===== config.mk =====
export PLATFORM = sky130hd
export DESIGN_NAME = gpio_port_rb
export DESIGN_NICKNAME = d
export VERILOG_FILES = /design/src/rtl/gpio_rb_pkg.sv /design/src/rtl/gpio_rb_sync.sv /design/src/rtl/gpio_rb_regs.sv /design/src/rtl/gpio_rb_rdmux.sv /design/src/rtl/gpio_port_rb.sv
export SDC_FILE = /design/constraint.sdc
export NUM_CORES = 1
export LEC_CHECK = 0
export ABC_AREA = 1
export BUFFER_PORTS_ARGS = -buffer_cell sky130_fd_sc_hd__buf_2
export CELL_PAD_IN_SITES_DETAIL_PLACEMENT = 2
export CELL_PAD_IN_SITES_GLOBAL_PLACEMENT = 2
export CORE_ASPECT_RATIO = 1.75
export CORE_MARGIN = 2
export CORE_UTILIZATION = 27
export CTS_CLUSTER_DIAMETER = 60
export DETAILED_ROUTE_END_ITERATION = 8
export PLACE_DENSITY = 0.81
export SKIP_CTS_REPAIR_TIMING = 1
export SKIP_LAST_GASP = 1
export SLEW_MARGIN = 20
export SYNTH_ARGS = -nofsm -noshare
export SYNTH_HDL_FRONTEND = slang
export SYNTH_SLANG_ARGS = --single-unit

===== constraint.sdc =====
create_clock -name clk -period 0.9 [get_ports clk]
set_input_delay 0.09 -clock clk [delete_from_list [all_inputs] [get_ports clk]]
set_output_delay 0.09 -clock clk [all_outputs]
set_load 0.03 [all_outputs]

===== src/rtl/gpio_rb_pkg.sv =====
package gpio_rb_pkg;

    localparam int unsigned RB_ADDR_W = 3;

    typedef enum logic [RB_ADDR_W-1:0] {
        RB_DIR   = 3'd0,
        RB_PORT  = 3'd1,
        RB_LATCH = 3'd2,
        RB_SET   = 3'd3,
        RB_CLR   = 3'd4
    } rb_addr_e;

    function automatic logic rb_is_latch_write(input logic [RB_ADDR_W-1:0] a);
        return (a == RB_PORT) || (a == RB_LATCH);
    endfunction

endpackage


===== src/rtl/gpio_rb_sync.sv =====
module gpio_rb_sync #(
    parameter int unsigned WIDTH  = 8,
    parameter int unsigned STAGES = 2
) (
    input  logic             clk,
    input  logic             rst_n,
    input  logic [WIDTH-1:0] async_in,
    output logic [WIDTH-1:0] sync_out
);
    localparam int unsigned LAST = STAGES - 1;

    logic [STAGES-1:0][WIDTH-1:0] stage_d, stage_q;

    always_comb begin
        stage_d[0] = async_in;
    end

    for (genvar s = 1; s < STAGES; s++) begin : g_chain
        always_comb begin
            stage_d[s] = stage_q[s-1];
        end
    end

    always_ff @(posedge clk or negedge rst_n) begin
        if (!rst_n) begin
            stage_q <= '0;
        end else begin
            stage_q <= stage_d;
        end
    end

    assign sync_out = stage_q[LAST];
endmodule


===== src/rtl/gpio_rb_regs.sv =====
module gpio_rb_regs
    import gpio_rb_pkg::*;
#(
    parameter int unsigned WIDTH = 8
) (
    input  logic                 clk,
    input  logic                 rst_n,
    input  logic                 wr_en,
    input  logic [RB_ADDR_W-1:0] wr_addr,
    input  logic [WIDTH-1:0]     wr_data,
    output logic [WIDTH-1:0]     dir_o,
    output logic [WIDTH-1:0]     lat_o
);
    typedef struct packed {
        logic [WIDTH-1:0] dir;
        logic [WIDTH-1:0] lat;
    } regs_t;

    localparam regs_t REGS_RST = '{dir: {WIDTH{1'b1}}, lat: '0};

    regs_t regs_d, regs_q;

    always_comb begin
        regs_d = regs_q;
        if (wr_en) begin
            if (rb_is_latch_write(wr_addr)) begin
                regs_d.lat = wr_data;
            end else begin
                case (rb_addr_e'(wr_addr))
                    RB_DIR:  regs_d.dir = wr_data;
                    RB_SET:  regs_d.lat = regs_q.lat | wr_data;
                    RB_CLR:  regs_d.lat = regs_q.lat & ~wr_data;
                    default: ;
                endcase
            end
        end
    end

    always_ff @(posedge clk or negedge rst_n) begin
        if (!rst_n) begin
            regs_q <= REGS_RST;
        end else begin
            regs_q <= regs_d;
        end
    end

    assign dir_o = regs_q.dir;
    assign lat_o = regs_q.lat;
endmodule


===== src/rtl/gpio_rb_rdmux.sv =====
module gpio_rb_rdmux
    import gpio_rb_pkg::*;
#(
    parameter int unsigned WIDTH = 8
) (
    input  logic                 clk,
    input  logic                 rst_n,
    input  logic                 rd_en,
    input  logic [RB_ADDR_W-1:0] rd_addr,
    input  logic [WIDTH-1:0]     dir_i,
    input  logic [WIDTH-1:0]     lat_i,
    input  logic [WIDTH-1:0]     pins_i,
    output logic [WIDTH-1:0]     rdata_o
);
    typedef struct packed {
        logic [WIDTH-1:0] data;
    } rd_t;

    rd_t rd_d, rd_q;
    logic [WIDTH-1:0] sel;

    always_comb begin
        case (rb_addr_e'(rd_addr))
            RB_DIR:                   sel = dir_i;
            RB_PORT:                  sel = pins_i;
            RB_LATCH, RB_SET, RB_CLR: sel = lat_i;
            default:                  sel = '0;
        endcase
        rd_d = rd_q;
        if (rd_en) begin
            rd_d.data = sel;
        end
    end

    always_ff @(posedge clk or negedge rst_n) begin
        if (!rst_n) begin
            rd_q <= '0;
        end else begin
            rd_q <= rd_d;
        end
    end

    assign rdata_o = rd_q.data;
endmodule


===== src/rtl/gpio_port_rb.sv =====
module gpio_port_rb
    import gpio_rb_pkg::*;
#(
    parameter int unsigned WIDTH       = 8,
    parameter int unsigned SYNC_STAGES = 2
) (
    input  logic                 clk,
    input  logic                 rst_n,
    input  logic                 bus_wr,
    input  logic                 bus_rd,
    input  logic [RB_ADDR_W-1:0] bus_addr,
    input  logic [WIDTH-1:0]     bus_wdata,
    output logic [WIDTH-1:0]     bus_rdata,
    output logic [WIDTH-1:0]     pad_oe,
    output logic [WIDTH-1:0]     pad_out,
    input  logic [WIDTH-1:0]     pad_in
);
    logic [WIDTH-1:0] dir_w, lat_w, pins_w;

    gpio_rb_sync #(.WIDTH(WIDTH), .STAGES(SYNC_STAGES)) u_sync (
        .clk      (clk),
        .rst_n    (rst_n),
        .async_in (pad_in),
        .sync_out (pins_w)
    );

    gpio_rb_regs #(.WIDTH(WIDTH)) u_regs (
        .clk     (clk),
        .rst_n   (rst_n),
        .wr_en   (bus_wr),
        .wr_addr (bus_addr),
        .wr_data (bus_wdata),
        .dir_o   (dir_w),
        .lat_o   (lat_w)
    );

    gpio_rb_rdmux #(.WIDTH(WIDTH)) u_rdmux (
        .clk     (clk),
        .rst_n   (rst_n),
        .rd_en   (bus_rd),
        .rd_addr (bus_addr),
        .dir_i   (dir_w),
        .lat_i   (lat_w),
        .pins_i  (pins_w),
        .rdata_o (bus_rdata)
    );

    for (genvar b = 0; b < WIDTH; b++) begin : g_pad
        assign pad_oe[b]  = ~dir_w[b];
        assign pad_out[b] = lat_w[b];
    end
endmodule


==> results.md <==
- Critical Path RT: between 0.8 and 0.9 ns
- Core area: between 6000 and 7000 um^2
- Tmin final: between 1 and 1.5 ns
- Worst Setup End Kind: output pin
- Worst vdd ir: ~1.4 mV
- Pwr dens: ~2100 nW/um^2
- Worst-path clk slew: around 0.080 ns
- Layout cells sized above 1: ~44%
- Routed Wire Length: about 6200 um
- IO Count: 47
- Buf/Inv on CP: 3
- Num CTS Buffers: 5
- Final cell count without fillers: between 300 and 400
- Routed Antenna Nets: 0
- Syn Area/Cell: approximately 8.5 um^2
- Setup_tns: -4.05 ns
- Buffer depth of the longest clock path: 2
- Diodes inserted: 0
- DR vias: 1671
- Synth area leader: dfrtp_1
- Ranking of synthesized cells by area: dfrtp_1 (46%), nand2_1 (18%), dfstp_2 (12%)
- Slew Viols, Final: 0
- Total congestion overflow: 0
- CP Launch Point: u_regs.dir_o[4]
- Critical path depth in cells: 3
- Slack of the critical path: -0.318 ns
- Top cells by count, synth: nand2_1 (81), nand3_1 (34), dfrtp_1 (32), inv_1 (27)
- Status: complete, but fails checks
- R2R depth: 7
- Crit path max-delay family: flip-flops
- Final hold violations: 2
- Root buf cell: clkbuf_8
- DP HPWL: around 4000 um
- Synth top area share: a little under half
- Most used cell, CP: buf_6
- Headroom to the max-slew limit: 76.6%
- Worst Path Max Fanout: 3
- Reg power frac: 40.5%
- Htree depth: 2
- FFs w/ async S/R, synth: 100%
- CTS tree: yes
- Pre-antenna DRT Iters: 4
- Most common cell in the netlist: nand2_1
- Worst Path Arrival: about 1.1 ns
- Main synth FF type: dfrtp_1
- Clk_skew: 0.00975 ns
- Layout area overhead: 57.0%
- Count of cell types in the netlist: 14
- Number of remaining DRC errors: 0
- Initial antenna violation count: 0
- Tightest Pin Transition: between 0.3 and 0.4 ns
- Hold WS: -0.00423 ns
- Internal power: around 3800 uW
- Synthesized instance count: 204
- Worst r2r src: u_regs.dir_o[4]
- Crit path kind: reg2out
- Critical Path, Cell by Cell: buf_6, inv_2, buf_6
- Violated checks: negative hold slack, negative setup slack
- Pleak: 0.00142 uW
- Chip width: around 65 um
- PortBufs: 46
- Net Switching: between 1500 and 2000 uW
- Number of global-route vias before repair: 1733
- DP Cell Count: around 340
- Row cnt: 38
- Sw Share: 33.1%
- R2R Path End: u_rdmux.rdata_o[4]
- GR Util All Layers: between 10% and 20%
- Critical Path End: pad_oe[4]
- RSZ-0062 raised after global routing: true
- Final setup vio count: 34
- # nets final: around 320
- Synthesized area: 1730 um^2
- Chip Height: approximately 110 um
- Routability cong.: around 0.78
- Pin count of the biggest net entering global routing: between 40 and 50
- Class of the worst hold path: in2reg
- Max_cap viols: 0
- Starting Density: between 20 and 30%
- DR WL/cell: 16.6 um
- Post-synth EDFFs: 0
- CTS Sinks: 40
- Die Area: approximately 7100 um^2
- Period utilization: 135%
- Worst-skew pair later-pin latency: 0.31 ns
- R2r setup slk: -0.22 ns
- Initial DRC count: 27
- F_max: just over 800 MHz
- #FFs+latches synth: 40
- Critical Path Max Stage Delay: roughly 0.57 ns
- Slowest cell on the critical path: dfstp_2
- Sequential area share after synthesis: 58.4%
- First-pass GRT wire length: approximately 9000 um
- Drt via density: between 4 and 5
- Clk pwr share: a little over a quarter
- Startpoint Class: flop
- Comb pwr share: between 30% and 40%
- Synthesized net count: about 230
- Ys Warns: 0
## per-layer routing
layer  GRT usage (%)  vias to the layer above  part of all wire (%)  routed length, um
met4            7.29                        0                   1.7                103
met5               0                        -                     0                  0
met1            18.3                      836                    38               2330
li1                -                      802                     -                  -
met2            31.3                       28                    58               3610
met3            2.46                        5                   2.5                154
## final cells by class
type,instances,area (um^2)
clock buffer,5,68.8
sequential,40,1010
timing repair buffer,87,754
inverter,29,109
fill,702,3460
tap,80,100
clock inverter,3,47.5
multi-input combinational,129,628
## cell usage in the layout (no fill, tap or decap)
master and count:
buf_2 22, nand3_1 28, nand3_2 6, inv_2 14
inv_1 15, o21ai_2 1, nor2_2 1, nand2_1 74
bufinv_16 1, buf_12 2, dfstp_2 8, o21ai_1 7
dlygate4sd3_1 9, nand2_4 1, nand2_2 8, buf_6 29
nor2_4 2, clkinv_4 2, clkbuf_8 5, o21ai_4 1
buf_4 25, dfrtp_1 32
## per-stage QoR
step / util, % / total power, uW / instance area, um^2 / worst slack, ns / hold WS (ns)
floorplan: - / 2970 / 1740 / -0.00217 / -0.206
global placement: 34.6 / 3450 / 2140 / -0.172 / 0.0715
detailed placement: 34.6 / 3490 / 2140 / -0.226 / 0.0909
CTS: 36.5 / 5040 / 2250 / -0.369 / -0.241
global route: 44.0 / 5900 / 2720 / -0.348 / 0.0135
finish: 44.0 / 5620 / 2720 / -0.318 / -0.00423
## worst min-delay path by stage
stage | startpoint | to | slack [ns] | cells past startpoint
detailed placement | rst_n | u_sync.stage_d[15] | 0.09 | 2
CTS | rst_n | u_sync.stage_d[15] | -0.24 | 2
global placement | rst_n | u_sync.stage_d[12] | 0.07 | 2
floorplan | rst_n | asynchronous set/reset pin | -0.21 | 0
global route | bus_wdata[5] | flop | 0.01 | 3
finish | bus_wdata[5] | flop | -0.004 | 3
## cells by family (layout without fill, tap and decap cells)
kind of cell,Yosys count,after routing,share of synthesized area [%]
AOI/OAI and AO/OA,9,9,2.82
DFF,40,40,58.4
and+or+nand+nor,120,120,29.8
buffers and inverters,35,124,9.03
## power by group through the flow
stage               registers, uW  logic [uW]  clock network (uW)
floorplan                    2460         510                   0
global placement             2270        1180                   0
global route                 2300        1970                1630
finish                       2280        1820                1530
detailed placement           2280        1210                   0
CTS                          2250        1220                1570
## worst reg2reg max path: stages (launching register included)
cell and delay, ns:
dfstp_2 0.57, buf_4 0.11, nand3_1 0.08, nand2_1 0.08, inv_1 0.06, nand2_1 0.06
nand2_1 0.05, nand2_1 0.06
(Power assumes the default switching activity.)
